[src/rtl/dma_thr_pkg.sv]
// Shared types and helpers for the DMA bandwidth throttle.
// Assumes two-bit codes for both the utilisation ceiling and the wait limit.
package dma_thr_pkg;
    localparam int CODE_W = 2;
    localparam int NCODE  = 1 << CODE_W;

    typedef logic [CODE_W-1:0] code_t;

    // Control nibble layout: wait code above utilisation code.
    typedef struct packed {
        code_t wait_code;  // bits 3:2
        code_t util_code;  // bits 1:0
    } thr_cfg_t;

    localparam int CFG_W = $bits(thr_cfg_t);
endpackage

[src/rtl/dma_thr_cfg.sv]
// Control nibble register for the throttle.
// Loads the whole nibble on a write strobe; synchronous active-low reset to zero.
module dma_thr_cfg
    import dma_thr_pkg::*;
(
    input  logic             clk,
    input  logic             rst_n,
    input  logic             we,
    input  logic [CFG_W-1:0] wdata,
    output thr_cfg_t         cfg
);
    // Hold the programmed codes.
    always_ff @(posedge clk) begin
        if (!rst_n)
            cfg <= '0;
        else if (we)
            cfg <= thr_cfg_t'(wdata);
    end

    // a write is visible after the next edge.
    p_cfg_load_r10: assert property (@(posedge clk) disable iff (!rst_n)
        we |=> (cfg == thr_cfg_t'($past(wdata))));
endmodule

[src/rtl/dma_thr_duty.sv]
// Duty-cycle limiter: after each owned bus cycle, holds the permit low for
// 2**code - 1 cycles. The code is sampled only at an owned cycle, so a
// change applies from the next gap. Strobes seen while the permit is low
// are ignored.
module dma_thr_duty
    import dma_thr_pkg::*;
#(
    parameter int GAP_W = NCODE - 1
) (
    input  logic  clk,
    input  logic  rst_n,
    input  code_t util_code,
    input  logic  own_cycle,
    output logic  permit
);
    logic [GAP_W-1:0] gap_cnt;
    logic [GAP_W-1:0] gap_len;
    logic             owned;

    // Gap length for the current code.
    always_comb gap_len = GAP_W'((1 << util_code) - 1);

    // An owned cycle needs the permit.
    always_comb owned = own_cycle && permit;

    // Permit is high exactly when no gap is running.
    always_comb permit = (gap_cnt == '0);

    // Load a gap on an owned cycle, else count it down.
    always_ff @(posedge clk) begin
        if (!rst_n)
            gap_cnt <= '0;
        else if (owned)
            gap_cnt <= gap_len;
        else if (gap_cnt != '0)
            gap_cnt <= gap_cnt - 1'b1;
    end

    // a nonzero code makes the permit drop after an owned cycle.
    p_gap_opens_r2: assert property (@(posedge clk) disable iff (!rst_n)
        (own_cycle && permit && util_code != '0) |=> !permit);

    // at full rate the permit never drops.
    p_full_rate_r3: assert property (@(posedge clk) disable iff (!rst_n)
        (permit && util_code == '0) |=> permit);

    // a running gap only counts down, whatever the strobe does.
    p_gap_counts_r5: assert property (@(posedge clk) disable iff (!rst_n)
        (gap_cnt != '0) |=> (gap_cnt == GAP_W'($past(gap_cnt) - 1'b1)));
endmodule

[src/rtl/dma_thr_hold.sv]
// Priority wait timer: counts cycles in which a priority channel holds the
// grant without a device request. After BASE_WAIT << code such cycles it
// pulses expired for one clock and restarts the count.
module dma_thr_hold
    import dma_thr_pkg::*;
#(
    parameter int BASE_WAIT = 4,
    parameter int WAIT_W    = $clog2(BASE_WAIT) + NCODE
) (
    input  logic  clk,
    input  logic  rst_n,
    input  code_t wait_code,
    input  logic  prio,
    input  logic  bus_grant,
    input  logic  dev_req,
    output logic  expired
);
    logic [WAIT_W-1:0] wait_cnt;
    logic [WAIT_W-1:0] last_val;
    logic              idle;

    // Priority channel holding the bus with no device request.
    always_comb idle = prio && bus_grant && !dev_req;

    // Count value at which the limit is reached.
    always_comb last_val = WAIT_W'((BASE_WAIT << wait_code) - 1);

    // Count idle cycles; pulse and reload at the limit.
    always_ff @(posedge clk) begin
        if (!rst_n) begin
            wait_cnt <= '0;
            expired  <= 1'b0;
        end else begin
            expired <= 1'b0;
            if (!idle) begin
                wait_cnt <= '0;
            end else if (wait_cnt >= last_val) begin
                wait_cnt <= '0;
                expired  <= 1'b1;
            end else begin
                wait_cnt <= wait_cnt + 1'b1;
            end
        end
    end

    // no expiry unless a priority channel holds the grant.
    p_needs_prio_r7: assert property (@(posedge clk) disable iff (!rst_n)
        !(prio && bus_grant) |=> !expired);

    // a device request suppresses expiry.
    p_req_clears_r8: assert property (@(posedge clk) disable iff (!rst_n)
        dev_req |=> (!expired && wait_cnt == '0));

    // the pulse lasts one clock.
    p_one_pulse_r9: assert property (@(posedge clk) disable iff (!rst_n)
        expired |=> !expired);
endmodule

[src/rtl/dma_bw_throttle.sv]
// Top of the DMA bus bandwidth throttle: control nibble, duty limiter and
// priority wait timer. Assumes own_cycle marks bus cycles the DMA engine
// runs, and that bus_grant, prio and dev_req are synchronous to clk.
module dma_bw_throttle
    import dma_thr_pkg::*;
#(
    parameter int BASE_WAIT = 4
) (
    input  logic             clk,
    input  logic             rst_n,
    input  logic             cfg_we,
    input  logic [CFG_W-1:0] cfg_wdata,
    input  logic             own_cycle,
    input  logic             prio,
    input  logic             bus_grant,
    input  logic             dev_req,
    output logic             req_permit,
    output logic             wait_expired
);
    thr_cfg_t cfg;

    dma_thr_cfg u_cfg (
        .clk   (clk),
        .rst_n (rst_n),
        .we    (cfg_we),
        .wdata (cfg_wdata),
        .cfg   (cfg)
    );

    dma_thr_duty u_duty (
        .clk       (clk),
        .rst_n     (rst_n),
        .util_code (cfg.util_code),
        .own_cycle (own_cycle),
        .permit    (req_permit)
    );

    dma_thr_hold #(
        .BASE_WAIT (BASE_WAIT)
    ) u_hold (
        .clk       (clk),
        .rst_n     (rst_n),
        .wait_code (cfg.wait_code),
        .prio      (prio),
        .bus_grant (bus_grant),
        .dev_req   (dev_req),
        .expired   (wait_expired)
    );

    // the cycle after reset shows the idle outputs.
    p_reset_idle_r1: assert property (@(posedge clk)
        !rst_n |=> (req_permit && !wait_expired));
endmodule

[config.mk]
export PLATFORM = sky130hd
export DESIGN_NAME = dma_bw_throttle
export DESIGN_NICKNAME = d
export VERILOG_FILES = /design/src/rtl/dma_thr_pkg.sv /design/src/rtl/dma_thr_cfg.sv /design/src/rtl/dma_thr_duty.sv /design/src/rtl/dma_thr_hold.sv /design/src/rtl/dma_bw_throttle.sv
export SDC_FILE = /design/constraint.sdc
export NUM_CORES = 1
export LEC_CHECK = 0
export ABC_AREA = 0
export BUFFER_PORTS_ARGS = -buffer_cell sky130_fd_sc_hd__buf_2
export CAP_MARGIN = 10
export CORE_UTILIZATION = 52
export DETAILED_ROUTE_END_ITERATION = 16
export GPL_ROUTABILITY_DRIVEN = 0
export PLACE_DENSITY = 0.84
export SLEW_MARGIN = 10
export SYNTH_ARGS = -nofsm -noshare
export SYNTH_HDL_FRONTEND = slang
export SYNTH_HIERARCHICAL = 1
export SYNTH_SLANG_ARGS = --single-unit
[constraint.sdc]
create_clock -name clk -period 2.1 [get_ports clk]
set_input_delay 0.315 -clock clk [delete_from_list [all_inputs] [get_ports clk]]
set_output_delay 0.315 -clock clk [all_outputs]
set_load 0.005 [all_outputs]
==> out/metrics.cfg, run 1 <==
[floorplanning]
core_area_um2=1285
die_h_um=39.13
fp.dieArea_um2=1531
fp-row-count=13
ios=13
die_x_um=39.13
initial_core_util=0.5579

[worst_setup_path]
critPathKind=reg -> reg
worstReg2RegEnd=u_hold/wait_cnt[5]
worstPathArrival_ps=1810
r2r_start=u_cfg/cfg[3]
r2r_slack_ps=510
crit_path_end_kind=register
crit_fanout=6
required_ps=2320
start_kind=register
worst_r2r_path_depth=5

[cells_and_area]
n_antenna_cell=0
fin_nets=108
layout.cells.non_filler=104
area_delta_synth_final_pct=14.49
layout-drive-gt1-share=0.2472

[power_and_ir_drop]
p_leak_uw=0.0003815
cellPowerDensity_nw_per_um2=835.1
p_comb_frac=0.269
intPower_uw=489.5
clockPowerShare=0.281
netSwitchingPower_uw=195.9
ir_drop_mv=0.4975
switching_share=0.2859
power_frac_seq=0.451

[status]
status=completed

[detailed_routing]
wirelength_um=1265
vias=547
dr.first_iter.drc_count=2
drt_first_pass_iters=4
ant_nets=0
wl_per_cell_um=12.16
drc_errors=0
via_per_inst=5.260

[sta]
layout_min_cycle_time_ps=1594
tns_ps=0
final_hold_viol_count=0
rsz0062_at_grt=false
period_share=0.7592
max_freq_ghz=0.6273
setup_viol=0
slew_violations=0
finClkSkew_ps=6.655
layout_setup_ws_ps=505.8

[cts]
cts_buffers=3
htreeDepth=1
clockBufferDepth=2
path_clk_slew_ps=90
post_cts_buffers=0
cts_resized=0
cts_tree=done
clkLatencyLatePin_ps=280
cts_sinks=14
cts_hold_buf=0
root_buffer=clkbuf_4

[yosys]
synth_ff_type=dfxtp_1
synthTopCellsByCount=14 x dfxtp_1, 7 x ha_1, 6 x inv_1, 6 x mux2i_1
syn_nets=92
synth.distinct_cells=27
synth_top_area_share=0.3909
synth_top_area_cell=dfxtp_1
ys_warn_count=6
syn_area_um2=716.9
synth-seq-cells=14
syn_inst=74
synth_enable_flop_cells=0
yosysMostFrequentCell=dfxtp_1
async_flop_share=0
ys_seq_area_frac=0.3909
synthTopCellsByArea=dfxtp_1 39%, ha_1 12%, mux2i_1 8.4%
synth.avg_cell_area_um2=9.688

[placement]
hpwl_um=1032
dp_slack_ps=528.1
io_buffers=12
dp.cells=100

[global_routing]
grt_first_pass_wirelength_um=1897
overflow=0
grt_usage=0.1912
grt_max_degree=9
antenna_found_initial=0
first_global_vias=496

[worst_hold_path]
min_path_type=in -> reg
min_path_cells=3
hp-start=cfg_wdata[2]
min_to=u_cfg/cfg[2]

[job]
drv.max_cap_violation_count=0

## per-layer routing
layer / track usage / wire length [um]
met1: 0.1875 / 578
met2: 0.3542 / 628
met3: 0.1040 / 58
met4: 0.02586 / 0
met5: 0 / 0
## worst max-delay path by stage
stage,depth (start not counted),startpoint,slack [ps],endpoint
floorplan,5,u_cfg/cfg[3],620,u_hold/wait_cnt[5]
global placement,5,u_cfg/cfg[3],580,u_hold/wait_cnt[3]
detailed placement,5,u_cfg/cfg[3],530,u_hold/wait_cnt[5]
CTS,5,u_cfg/cfg[3],510,u_hold/wait_cnt[5]
global route,5,u_cfg/cfg[3],450,u_hold/wait_cnt[3]
finish,5,u_cfg/cfg[3],510,u_hold/wait_cnt[5]
## area by class of cell
class	count	area (um^2)
well taps	15	18.77
clock buffers	4	36.28
repair buffers	12	60.06
multi-input cells	53	402.9
fillers	113	464.2
flip-flops and latches	14	280.3
inverters	6	22.52
## power by group through the flow
| stage | Combinational, uW | Clock [uW] | Sequential (uW) |
|---|---|---|---|
| after floorplan | 140 | 0 | 310 |
| final | 184 | 192 | 309 |
| after global routing | 206 | 211 | 312 |
| after CTS | 183 | 202 | 309 |
| after detailed placement | 182 | 0 | 314 |
| after global placement | 173 | 0 | 312 |
## worst max-delay path, stage by stage, from the launching register on
cell	delay, ps
dfxtp_1	380
nor2_1	60
ha_1	270
a211o_1	320
a211o_4	380
a21oi_2	110
## placed cells by master, fill, tap and decap left out, drive strengths merged
cell / n
dfxtp: 14
buf: 12
ha: 7
nor2: 7
mux2i: 6
inv: 6
a21oi: 5
nor2b: 4
nand2: 4
clkbuf: 4
nand3: 3
o21ai: 2
xor2: 2
and2b: 2
a211o: 2
o211ai: 1
a21boi: 1
nand4: 1
nand4b: 1
o211a: 1
a21o: 1
or3: 1
xnor2: 1
conb: 1
## sequential cells by signal, indices dropped and copies added (netlist names)
name and cells:
u_cfg/cfg 4, u_hold/wait_cnt 6, u_hold/expired 1, u_duty/gap_cnt 3
## kinds of logic after synthesis
| kind of cell | after synthesis | share of synthesized area |
|---|---|---|
| and+or+nand+nor | 23 | 0.1780 |
| DFF | 14 | 0.3909 |
| AOI/OAI and AO/OA | 13 | 0.1361 |
| adders and majority gates | 7 | 0.1222 |
| buffers and inverters | 7 | 0.04712 |
| muxes | 6 | 0.08377 |
| xor gates and xnor gates | 3 | 0.03666 |
| other | 1 | 0.005231 |
## per-stage QoR
| step | area [um^2] | utilization | hold slack, ps | power, uW |
|---|---|---|---|---|
| floorplan | 716.9 | - | 429.9 | 449.8 |
| global placement | 784.5 | 0.6105 | 458.5 | 484.9 |
| detailed placement | 784.5 | 0.6105 | 454.2 | 496.8 |
| CTS | 820.8 | 0.6388 | 287.2 | 693.4 |
| global route | 820.8 | 0.6388 | 291.9 | 728.4 |
| finish | 820.8 | 0.6388 | 294.4 | 685.4 |
Power figures use the tool's default switching activity.
==> inputs of run 2 (changes only) <==
==> constraint.sdc (replaced) <==
create_clock -name clk -period 1.6 [get_ports clk]
set_input_delay 0.24 -clock clk [delete_from_list [all_inputs] [get_ports clk]]
set_output_delay 0.24 -clock clk [all_outputs]
set_load 0.005 [all_outputs]
==> out/metrics.cfg, run 2 (synthesized netlist as in run 1, its figures left out) <==
[floorplanning]
fp-row-count=13  ; unchanged
fp.dieArea_um2=1531  ; unchanged
core_area_um2=1285  ; unchanged
die_x_um=39.13  ; unchanged
die_h_um=39.13  ; unchanged
ios=13  ; unchanged
initial_core_util=0.5579  ; unchanged

[power_and_ir_drop]
ir_drop_mv=0.8674  ; was 0.4975 mV
p_leak_uw=0.0003877  ; was 0.0003815 uW
cellPowerDensity_nw_per_um2=1084  ; was 835.1 nW/um^2

[detailed_routing]
ant_nets=0  ; unchanged
wl_per_cell_um=12.70  ; was 12.16 um
wirelength_um=1334  ; was 1265 um
drc_errors=0  ; unchanged
dr.first_iter.drc_count=10  ; was 2
drt_first_pass_iters=4  ; unchanged
vias=547  ; unchanged
via_per_inst=5.210  ; was 5.260

[global_routing]
overflow=0  ; unchanged
first_global_vias=500  ; was 496
grt_first_pass_wirelength_um=2021  ; was 1897 um
grt_max_degree=9  ; unchanged
antenna_found_initial=0  ; unchanged
grt_usage=0.2017  ; was 0.1912

[cts]
cts_hold_buf=0  ; unchanged
path_clk_slew_ps=90  ; about the same
cts_sinks=14  ; unchanged
clockBufferDepth=2  ; unchanged
clkLatencyLatePin_ps=270  ; was 280 ps
cts_tree=done  ; unchanged
root_buffer=clkbuf_4  ; unchanged
cts_buffers=3  ; unchanged
htreeDepth=1  ; unchanged

[worst_setup_path]
critical-path-top-delay-family=compound AO/OA/AOI/OAI gates  ; unchanged
start_kind=register  ; unchanged
cpPeakStageDelay_ps=370  ; was 380 ps
path_cells=nor2_1 > ha_1 > a211o_1 > a211o_4 > a21oi_2  ; unchanged
crit_path_end_kind=register  ; unchanged
slowest_stage=a211o_4  ; was dfxtp_1
crit_fanout=6  ; unchanged
worstPathArrival_ps=1750  ; was 1810 ps
required_ps=1810  ; was 2320 ps
path_buf_inv=0  ; unchanged
critPathKind=reg -> reg  ; unchanged

[sta]
slew_violations=0  ; unchanged
max_freq_ghz=0.6494  ; was 0.6273 GHz
setup_viol=0  ; unchanged
tns_ps=0  ; unchanged
final_hold_viol_count=0  ; unchanged
hold_ws_ps=236.3  ; was 294.4 ps
finClkSkew_ps=6.305  ; was 6.655 ps
layout_min_cycle_time_ps=1540  ; was 1594 ps
period_share=0.9624  ; was 0.7592

[worst_hold_path]
min_path_type=in -> reg  ; unchanged

[placement]
hpwl_um=1005  ; was 1032 um
io_buffers=12  ; unchanged

[cells_and_area]
n_antenna_cell=0  ; unchanged
fin_nets=109  ; was 108
multi_input_area_um2=402.9  ; unchanged
regMostFlops=u_hold/wait_cnt  ; unchanged
reg_top3=u_hold/wait_cnt (6), u_cfg/cfg (4), u_duty/gap_cnt (3)  ; unchanged
final_cell_mix=12 x buf_2, 12 x dfxtp_1, 7 x ha_1  ; was 14 x dfxtp_1, 12 x buf_2, 7 x ha_1
register_area_um2=282.8  ; was 280.3 um^2
area_delta_synth_final_pct=15.88  ; was 14.49%
layout-drive-gt1-share=0.2778  ; was 0.2472
num-fill-cells=100  ; was 113
largest_reg_flops=6  ; unchanged

[job]
drv.max_cap_violation_count=0  ; unchanged

[status]
status=completed  ; unchanged

run 2: per-layer routing:
layer  track usage  routed length (um)  up-vias
met5             0                   0        -
met4        0.1034                  14        0
met3       0.03468                  39        2
met2        0.3667                 699       10
met1        0.2183                 581      252
li1              -                   -      283
run 2: worst reg2reg max path: stages, from the launching register on:
cell	delay, ps
dfxtp_2	360
nor2_1	50
ha_1	270
a211o_1	330
a211o_4	370
a21oi_2	100
run 2: final timing paths:
| check | start | to | slack [ps] | depth (start not counted) |
|---|---|---|---|---|
| max | u_cfg/cfg[3] | u_hold/wait_cnt[5] | 60 | 5 |
| min | cfg_wdata[2] | u_cfg/cfg[2] | 240 | 3 |
| min reg2reg | u_hold/wait_cnt[0] | u_hold/wait_cnt[0] | 470 | 1 |
| max reg2reg | u_cfg/cfg[3] | u_hold/wait_cnt[5] | 60 | 5 |
run 2: per-stage QoR:
step | worst slack (ps) | std cells | power (uW) | instance area (um^2) | util
3_3_place_gp | 93.89 | 101 | 636.2 | 792.0 | 0.6164
2_1_floorplan | 119.8 | 74 | 590.3 | 716.9 | -
5_1_grt | -3.921 | 105 | 952.4 | 830.8 | 0.6465
3_5_place_dp | 35.29 | 101 | 656.2 | 792.0 | 0.6164
6_report | 60.15 | 105 | 900.4 | 830.8 | 0.6465
4_1_cts | 13.04 | 105 | 906.4 | 828.3 | 0.6446
run 2: layout make-up:
cell class / instances / area share
Timing Repair Buffer: 13 / 0.08133
Sequential cell: 14 / 0.3404
Multi-Input combinational cell: 53 / 0.4849
Clock buffer: 4 / 0.04367
Tap cell: 15 / 0.02259
Inverter: 6 / 0.02711
run 2: what timing repair did:
item                       4_1_cts  5_1_grt
setup endpoints to repair        0        6
gates resized for setup          0        2
buffers inserted                 0        0
run 2: power breakdown:
part	switching (uW)	internal, uW	total, uW
sequential	20.2	384	405
combinational	125	122	247
clock	110	138	248
total	256	645	900
==> inputs of run 3 (changes only) <==
--- a/config.mk
+++ b/config.mk
@@ -8,10 +8,11 @@
 export ABC_AREA = 0
 export BUFFER_PORTS_ARGS = -buffer_cell sky130_fd_sc_hd__buf_2
 export CAP_MARGIN = 10
-export CORE_UTILIZATION = 52
+export CORE_UTILIZATION = 55
+export CTS_BUF_LIST = sky130_fd_sc_hd__clkbuf_4
 export DETAILED_ROUTE_END_ITERATION = 16
 export GPL_ROUTABILITY_DRIVEN = 0
-export PLACE_DENSITY = 0.84
+export PLACE_DENSITY = 0.88
 export SLEW_MARGIN = 10
 export SYNTH_ARGS = -nofsm -noshare
 export SYNTH_HDL_FRONTEND = slang
==> out/metrics.cfg, run 3 (synthesized netlist as in run 1, its figures left out) <==
[floorplanning]
die_h_um=38.11  ; was 39.13 um
die_x_um=38.11  ; was 39.13 um
ios=13  ; unchanged
initial_core_util=0.6201  ; was 0.5579
core_area_um2=1156  ; was 1285 um^2
fp-row-count=12  ; was 13
fp.dieArea_um2=1452  ; was 1531 um^2

[sta]
tns_ps=0  ; unchanged
final_hold_viol_count=0  ; unchanged
layout_min_cycle_time_ps=1530  ; was 1540 ps
rsz0062_at_grt=false
max_freq_ghz=0.6538  ; was 0.6494 GHz
hold_ws_ps=215.5  ; was 236.3 ps
setup_viol=0  ; unchanged
slew_violations=0  ; unchanged
period_share=0.9560  ; was 0.9624
finClkSkew_ps=10.05  ; was 6.305 ps

[cts]
clockBufferDepth=2  ; unchanged
path_clk_slew_ps=90  ; about the same
cts_sinks=14  ; unchanged
cts_hold_buf=0  ; unchanged
cts_tree=done  ; unchanged
root_buffer=clkbuf_4  ; unchanged
cts_buffers=3  ; unchanged
clkLatencyLatePin_ps=280  ; was 270 ps
htreeDepth=1  ; unchanged

[global_routing]
grt_first_pass_wirelength_um=1987  ; was 2021 um
grt_max_degree=9  ; unchanged
first_global_vias=531  ; was 500
overflow=0  ; unchanged
antenna_found_initial=0  ; unchanged
grt_usage=0.1961  ; was 0.2017

[cells_and_area]
reg_top3=u_hold/wait_cnt (6), u_cfg/cfg (4), u_duty/gap_cnt (3)  ; unchanged
fin_nets=109  ; unchanged
final_cell_mix=12 x buf_2, 12 x dfxtp_1, 7 x ha_1  ; unchanged
layout.cells.non_filler=104  ; was 105
n_antenna_cell=0  ; unchanged
final_area_um2=819.5  ; was 830.8 um^2
largest_reg_flops=6  ; unchanged
layout-drive-gt1-share=0.2667  ; was 0.2778
area_delta_synth_final_pct=14.31  ; was 15.88%
regMostFlops=u_hold/wait_cnt  ; unchanged

[worst_hold_path]
min_to=u_cfg/cfg[1]  ; was u_cfg/cfg[2]
min_path_cells=3  ; unchanged
hp-start=cfg_wdata[1]  ; was cfg_wdata[2]
min_path_type=in -> reg  ; unchanged

[detailed_routing]
via_per_inst=5.183  ; was 5.210
wl_met1_um=512  ; was 581 um
dr.first_iter.drc_count=8  ; was 10
ant_nets=0  ; unchanged
vias=539  ; was 547
drc_errors=0  ; unchanged
wirelength_um=1109  ; was 1334 um
route.met2.wl_um=544  ; was 699 um
drt_first_pass_iters=4  ; unchanged
wl_per_cell_um=10.66  ; was 12.70 um
highest_layer=met3  ; was met4
wl_met3_um=52  ; was 39 um

[status]
status=completed  ; unchanged

[worst_setup_path]
crit_fanout=6  ; unchanged
worstReg2RegEnd=u_hold/wait_cnt[5]  ; unchanged
required_ps=1810  ; about the same
start_kind=register  ; unchanged
worstPathArrival_ps=1740  ; was 1750 ps
worst_r2r_path_depth=5  ; unchanged
critPathKind=reg -> reg  ; unchanged
r2r_start=u_cfg/cfg[2]  ; was u_cfg/cfg[3]
r2r_slack_ps=70  ; was 60 ps
crit_path_end_kind=register  ; unchanged

[power_and_ir_drop]
power_frac_seq=0.482  ; was 0.449
p_total_uw=839.7  ; was 900.4 uW
p_comb_frac=0.281  ; was 0.275
intPower_uw=595.1  ; was 644.7 uW
switching_share=0.2913  ; was 0.2840
ir_drop_mv=0.6778  ; was 0.8674 mV
cellPowerDensity_nw_per_um2=1025  ; was 1084 nW/um^2
clockPowerShare=0.236  ; was 0.276
p_leak_uw=0.0003821  ; was 0.0003877 uW
netSwitchingPower_uw=244.6  ; was 255.7 uW

[job]
drv.max_cap_violation_count=0  ; unchanged

[placement]
hpwl_um=893.3  ; was 1005 um
dp.cells=100  ; was 101
io_buffers=12  ; unchanged
dpl_cell_area_um2=790.8  ; was 792.0 um^2

run 3: area by class of cell:
class                      instances  area [um^2]
clock buffer                       3        22.52
tap                               14        17.52
multi-input combinational         53        402.9
inverter                           6        22.52
timing repair buffer              13        67.56
sequential                        14        282.8
fill                              86        336.6
clock inverter                     1        3.754
run 3: how the worst max path moves through the flow:
stage / start / end / slack (ps) / cells after the start
after floorplan: u_cfg/cfg[3] / u_hold/wait_cnt[5] / 120 / 5
after global placement: u_cfg/cfg[2] / u_hold/wait_cnt[2] / 90 / 5
after detailed placement: u_cfg/cfg[3] / u_hold/wait_cnt[5] / 50 / 5
after CTS: u_cfg/cfg[3] / u_hold/wait_cnt[5] / 20 / 5
after global routing: u_cfg/cfg[2] / u_hold/wait_cnt[5] / 7 / 5
final: u_cfg/cfg[2] / u_hold/wait_cnt[5] / 70 / 5
run 3: worst max-delay path, cell delays in order (launching register included):
cell	delay (ps)
dfxtp_2	340
nor2_1	100
ha_1	230
a211o_1	320
a211o_4	370
a21oi_2	100
run 3: timing repair:
action | in CTS | in global routing
setup buffers | 0 | 0
resized for setup | 0 | 2
hold endpoints to repair | 0 | 0
setup endpoints to repair | 0 | 6
run 3: per-layer routing:
metal  GRT usage  up-vias
met1      0.2101      245
met2      0.3686       10
met3     0.06977        0
met4     0.02679        0
li1            -      284
met5           0        -
run 3: power groups by stage:
stage	clock, uW	sequential (uW)	combinational [uW]
6_report	199	405	236
3_5_place_dp	0	412	236
5_1_grt	219	411	280
3_3_place_gp	0	410	226
4_1_cts	210	405	238
2_1_floorplan	0	407	184
run 3: stage by stage:
stage                     worst slack [ps]    util
final                                70.43  0.7089
after floorplan                      119.8       -
after detailed placement             48.14  0.6840
after CTS                            24.05  0.7067
after global placement               86.13  0.6840
after global routing                 7.449  0.7089
